===== config.mk =====
export PLATFORM = sky130hd
export DESIGN_NAME = olag_top
export DESIGN_NICKNAME = d
export VERILOG_FILES = /design/src/rtl/olag_pkg.sv /design/src/rtl/olag_step.sv /design/src/rtl/olag_addr.sv /design/src/rtl/olag_top.sv
export SDC_FILE = /design/constraint.sdc
export NUM_CORES = 1
export LEC_CHECK = 0
export BUFFER_PORTS_ARGS = -buffer_cell sky130_fd_sc_hd__buf_4
export CAP_MARGIN = 10
export CELL_PAD_IN_SITES_DETAIL_PLACEMENT = 0
export CELL_PAD_IN_SITES_GLOBAL_PLACEMENT = 1
export CORE_UTILIZATION = 36
export CTS_BUF_LIST = sky130_fd_sc_hd__clkbuf_16
export CTS_CLUSTER_DIAMETER = 100
export CTS_CLUSTER_SIZE = 24
export DETAILED_ROUTE_END_ITERATION = 8
export PLACE_DENSITY_LB_ADDON = 0.1
export SYNTH_ARGS = -nofsm -noshare
export SYNTH_HDL_FRONTEND = slang
export SYNTH_SLANG_ARGS = --single-unit

===== constraint.sdc =====
create_clock -name clk -period 8.3 [get_ports clk]
set_clock_uncertainty 0.1 [all_clocks]
set_input_delay 0 -clock clk [delete_from_list [all_inputs] [get_ports clk]]
set_output_delay 0 -clock clk [all_outputs]
set_load 0.02 [all_outputs]

===== src/rtl/olag_pkg.sv =====
package olag_pkg;

  localparam int unsigned XLEN    = 64;
  localparam int unsigned IDX_W   = 6;
  localparam int unsigned MAX_LG  = 6;

  typedef enum logic [1:0] {
    SZ_BYTE  = 2'd0,
    SZ_HALF  = 2'd1,
    SZ_WORD  = 2'd2,
    SZ_DWORD = 2'd3
  } acc_size_e;

  // mirror the low lg bits of step; higher bits come out zero
  function automatic logic [IDX_W-1:0] mirror_index(input logic [IDX_W-1:0] step,
                                                    input logic [2:0] lg);
    logic [IDX_W-1:0] r;
    r = '0;
    for (int i = 0; i < IDX_W; i++) begin
      if (i < int'(lg)) r[i] = step[int'(lg) - 1 - i];
    end
    return r;
  endfunction

  function automatic logic [XLEN-1:0] shape_load(input logic [XLEN-1:0] raw,
                                                 input acc_size_e sz,
                                                 input logic sx);
    logic [XLEN-1:0] r;
    unique case (sz)
      SZ_BYTE:  r = {56'd0, raw[7:0]};
      SZ_HALF:  r = sx ? {{48{raw[15]}}, raw[15:0]} : {48'd0, raw[15:0]};
      SZ_WORD:  r = sx ? {{32{raw[31]}}, raw[31:0]} : {32'd0, raw[31:0]};
      default:  r = raw;
    endcase
    return r;
  endfunction

endpackage


===== src/rtl/olag_step.sv =====
module olag_step
  import olag_pkg::*;
(
  input  logic             clk,
  input  logic             rst_n,
  input  logic             start,
  input  logic             adv,
  input  logic [2:0]       lg,
  output logic [IDX_W-1:0] cur_step,
  output logic             at_last
);
  localparam int unsigned SPAN = IDX_W + 1;

  logic [IDX_W-1:0] step_q;
  logic [IDX_W-1:0] wrap_mask;

  assign wrap_mask = IDX_W'((SPAN'(1) << lg) - SPAN'(1));
  assign cur_step  = start ? '0 : step_q;
  assign at_last   = (cur_step == wrap_mask);

  always_ff @(posedge clk or negedge rst_n) begin
    if (!rst_n)   step_q <= '0;
    else if (adv) step_q <= (cur_step + IDX_W'(1)) & wrap_mask;
    else if (start) step_q <= '0;
  end
endmodule


===== src/rtl/olag_addr.sv =====
module olag_addr
  import olag_pkg::*;
#(
  parameter int unsigned DISP_W = 16
) (
  input  logic [XLEN-1:0]   base_val,
  input  logic              base_zero,
  input  logic [DISP_W-1:0] disp,
  input  logic              ds_form,
  input  logic [XLEN-1:0]   shift_ctl,
  input  logic [IDX_W-1:0]  scale,
  output logic [XLEN-1:0]   ea
);
  localparam int unsigned SH_W = $clog2(XLEN);

  logic [DISP_W-1:0] disp_fmt;
  logic [XLEN-1:0]   disp_sx;
  logic [XLEN-1:0]   scaled;
  logic [SH_W-1:0]   sh_amt;
  logic [XLEN-1:0]   base_eff;

  generate
    if (DISP_W > 2) begin : g_ds
      assign disp_fmt = ds_form ? {disp[DISP_W-3:0], 2'b00} : disp;
    end else begin : g_plain
      assign disp_fmt = ds_form ? '0 : disp;
    end
  endgenerate

  assign disp_sx  = {{(XLEN-DISP_W){disp_fmt[DISP_W-1]}}, disp_fmt};
  assign scaled   = disp_sx * {{(XLEN-IDX_W){1'b0}}, scale};
  assign sh_amt   = shift_ctl[SH_W-1:0];
  assign base_eff = base_zero ? '0 : base_val;
  assign ea       = base_eff + (scaled << sh_amt);
endmodule


===== src/rtl/olag_top.sv =====
module olag_top
  import olag_pkg::*;
#(
  parameter int unsigned DISP_W = 16
) (
  input  logic              clk,
  input  logic              rst_n,
  input  logic              start,
  input  logic              req_valid,
  input  logic              rev_mode,
  input  logic [2:0]        vl_log2,
  input  logic [63:0]       base_val,
  input  logic              base_is_r0,
  input  logic              upd_form,
  input  logic [DISP_W-1:0] disp,
  input  logic              ds_form,
  input  logic [63:0]       shift_ctl,
  input  logic [1:0]        acc_size,
  input  logic              sign_ext,
  input  logic [63:0]       mem_data,
  output logic              out_valid,
  output logic [63:0]       ea,
  output logic              wb_en,
  output logic [63:0]       wb_val,
  output logic [63:0]       ld_result,
  output logic              done
);
  // named internal events, observed by the checker
  logic [2:0]       lg_eff;
  logic [IDX_W-1:0] step_now;
  logic             step_last;
  logic             step_adv;
  logic [IDX_W-1:0] scale_idx;
  logic             base_zero;
  logic [XLEN-1:0]  ea_comb;
  logic [XLEN-1:0]  res_comb;

  assign lg_eff    = (vl_log2 > 3'(MAX_LG)) ? 3'(MAX_LG) : vl_log2;
  assign step_adv  = req_valid && rev_mode;
  assign base_zero = base_is_r0 && !upd_form;
  assign scale_idx = rev_mode ? mirror_index(step_now, lg_eff) : IDX_W'(1);

  olag_step u_step (
    .clk      (clk),
    .rst_n    (rst_n),
    .start    (start),
    .adv      (step_adv),
    .lg       (lg_eff),
    .cur_step (step_now),
    .at_last  (step_last)
  );

  olag_addr #(.DISP_W(DISP_W)) u_addr (
    .base_val  (base_val),
    .base_zero (base_zero),
    .disp      (disp),
    .ds_form   (ds_form),
    .shift_ctl (shift_ctl),
    .scale     (scale_idx),
    .ea        (ea_comb)
  );

  assign res_comb = shape_load(mem_data, acc_size_e'(acc_size), sign_ext);

  always_ff @(posedge clk or negedge rst_n) begin
    if (!rst_n) begin
      out_valid <= 1'b0;
      wb_en     <= 1'b0;
      done      <= 1'b0;
      ea        <= '0;
      wb_val    <= '0;
      ld_result <= '0;
    end else begin
      out_valid <= req_valid;
      wb_en     <= req_valid && upd_form;
      done      <= step_adv && step_last;
      if (req_valid) begin
        ea        <= ea_comb;
        wb_val    <= ea_comb;
        ld_result <= res_comb;
      end
    end
  end
endmodule


==> flow_summary.ini <==
[grt]
grt_usage_pct = 27.83
grt_max_degree = 85
grt_pass1_wl_um = 101600
grt.overflow.total = 0
grt_antenna_before_repair = 5
grt_pass1_vias = 18436

[min_path]
whs_path_depth = 5
hold_class = input pin to flip-flop
min_to = wb_val[3]
min-delay-start = base_val[2]

[pwr]
power.leakage_uw = 0.01292
pwr_density_cell_nw_per_um2 = 170.8
ir_worst_vdd_uv = 184.6
finalPower_uw = 4566

[outcome]
status = finished with violations
violations = setup timing

[sta]
relSlewSlack_pct = 33.55
tightestPinTransition_ps = 996.7
period_share_pct = 109.8
max_freq_mhz = 109.7
finalSetupViolCount = 42
fin_ws_ps = -812.2
final_hold_viol_count = 0
min_period_ps = 9112
drv_slew = 0
rsz0062_at_grt = yes

[synthesis]
syn_area_sq_um = 16400
synthTopCellsByArea = dfrtp_1 (21%), ha_1 (9.0%), fa_1 (8.3%)
yosysSeqAreaShare_pct = 20.90
syn_nets = 2453
ys_types = 86
ys.flop_type = dfrtp_1
ys_ff_latch = 137
synthCells = 2045
synth_edf_count = 0
synth_top_area_cell = dfrtp_1
syn_avg_cell_area_sq_um = 8.020
ys_async_sr_fraction_pct = 100.0
yosys_warnings = 0
synth_top_area_share_pct = 20.90

[place]
io_buffers = 358
dp_cells = 3302
dp_hpwl_um = 50660
place_congestion = 0.9698

[cells_and_area]
utilization_pct = 59.94
fin_nets = 3327
stdcell_count = 3528
drive_gt1_share_pct = 44.78
syn_to_final_growth_pct = 63.03

[worst_setup_path]
worst-path-max-fanout = 7
r2r-end = wb_val[56]
cpPeakStageDelay_ps = 540
cp.arrival_ps = 9370
critPathKind = flip-flop to flip-flop
r2r_cells = 40
start_kind = flip-flop
reg2reg_from = u_step.step_q[3]
worstPathRequired_ps = 8560
setup.worst_path.end_class = flip-flop
regToRegSetupSlack_ps = -810
slowest_stage = fa_1

[clock_tree]
cts_max_path_buffers = 2
cts-buffers-inserted = 17
cts_sinks = 137
clk_pin_slew_ps = 80
worstSkewPairLatency_ps = 470
cts_tree = built
cts_max_level = 4
cts.root.buffer_cell = clkbuf_16

[drt]
firstDrtPassIters = 5
wire_per_inst_um = 18.36
ant_nets = 0
routed_wl_um = 64770
num_vias = 18120
drc = 0
drtIter0Drc = 1049
vias_per_cell = 5.136

[floorplan]
core-area_sq_um = 44610
rows = 77
initial_core_util_pct = 36.77
die_y_um = 215.4
io_pins = 417
floorplan.die.width_um = 215.4
die_area_sq_um = 46410

[run]
maxCapViolations = 0
worst max path at each step:
| stage | from | endpoint | slack [ps] |
|---|---|---|---|
| floorplan | u_step.step_q[1] | wb_val[47] | -150 |
| global placement | vl_log2[1] | wb_val[56] | -1380 |
| detailed placement | vl_log2[1] | wb_val[56] | -1470 |
| CTS | u_step.step_q[2] | wb_val[56] | -760 |
| global route | u_step.step_q[0] | wb_val[61] | -1120 |
| finish | u_step.step_q[3] | wb_val[56] | -810 |
registers in the layout, indices dropped and copies added (netlist names):
register and flops:
ld_result 64, wb_val 64, u_step.step_q 6, done 1
out_valid 1, wb_en 1
cells in the mapped netlist (29+ instances only):
cell type and n:
nand3_1 38, buf_4 65, a21o_1 55, clkbuf_1 100
nor2_1 257, inv_1 129, ha_1 118, and2_1 81
o21ai_1 33, xnor2_1 53, xor2_1 29, fa_1 68
o21ai_0 60, dfrtp_1 137, mux2i_1 47, a21oi_1 169
nand2_1 170, mux2_2 65
metrics by stage:
stage | hold slack (ps) | cell area [sq um] | setup WS, ps | TNS, ps
6_report | 77.68 | 26740 | -812.2 | -18290
5_1_grt | 118.7 | 26740 | -1119 | -35210
4_1_cts | 18.71 | 25940 | -762.8 | -17630
3_5_place_dp | -53.98 | 23080 | -1468 | -41930
3_3_place_gp | -57.67 | 23080 | -1382 | -37750
2_1_floorplan | -395.6 | 17060 | -147.8 | -679.9
per-layer routing:
| layer | track usage, % | vias to the layer above | share of wire [%] |
|---|---|---|---|
| met3 | 3.862 | 83 | 4.1 |
| met5 | 0 | - | 0.026 |
| met4 | 10.73 | 2 | 2.8 |
| met2 | 46.05 | 444 | 48 |
| li1 | - | 8799 | - |
| met1 | 36.68 | 8792 | 45 |
cell usage in the layout, fill, tap and decap left out, drive strengths merged, types with 19 or more instances in the layout:
cell,count
a211oi,22
a21o,55
a21oi,169
a31oi,24
and2,81
buf,918
dfrtp,137
dlygate4sd3,117
fa,68
ha,118
inv,144
mux2,65
mux2i,47
nand2,171
nand2b,19
nand3,39
nor2,257
nor3,25
o211ai,23
o21ai,93
xnor2,53
xor2,29
critical path, delay by kind of cell, from the launching register on:
family | cells | cell delay (ps)
AND/OR/NAND/NOR | 9 | 1360
multiplexers | 3 | 920
buffers and inverters | 7 | 760
flip-flops | 1 | 430
adder cells (fa/ha/maj) | 6 | 2600
XOR/XNOR | 1 | 70
AO/OA/AOI/OAI | 14 | 2770
cells by family after synthesis:
| logic type | share of synthesized area, % |
|---|---|
| flip-flops | 20.90 |
| multiplexers | 8.567 |
| AND/OR/NAND/NOR | 19.39 |
| XOR/XNOR | 4.379 |
| buffers and inverters | 8.758 |
| AO/OA/AOI/OAI | 20.70 |
| adder cells (fa/ha/maj) | 17.30 |
power by group:
group | switching, uW | leakage, uW | internal, uW | total [uW]
clock network | 368 | 0.000303 | 435 | 803
registers | 122 | 0.00165 | 807 | 929
logic | 1430 | 0.0110 | 1400 | 2830
what timing repair did:
action | 4_1_cts | 5_1_grt
pin swaps | 72 | 88
hold buffers | 116 | 1
setup endpoints to repair | 48 | 52
endpoints found under the hold margin | 161 | 6
resized for setup | 154 | 125
setup buffers | 45 | 36
cell type report:
cell class / count / area, sq um
Clock buffer: 17 / 425.4
Fill cell: 4022 / 17870
Clock inverter: 15 / 190.2
Inverter: 133 / 501.7
Antenna cell: 4 / 10.01
Tap cell: 592 / 740.7
Sequential cell: 137 / 3431
Multi-Input combinational cell: 1595 / 13220
Timing Repair Buffer: 1035 / 8223
No activity file was read; power rests on OpenSTA's default activity.
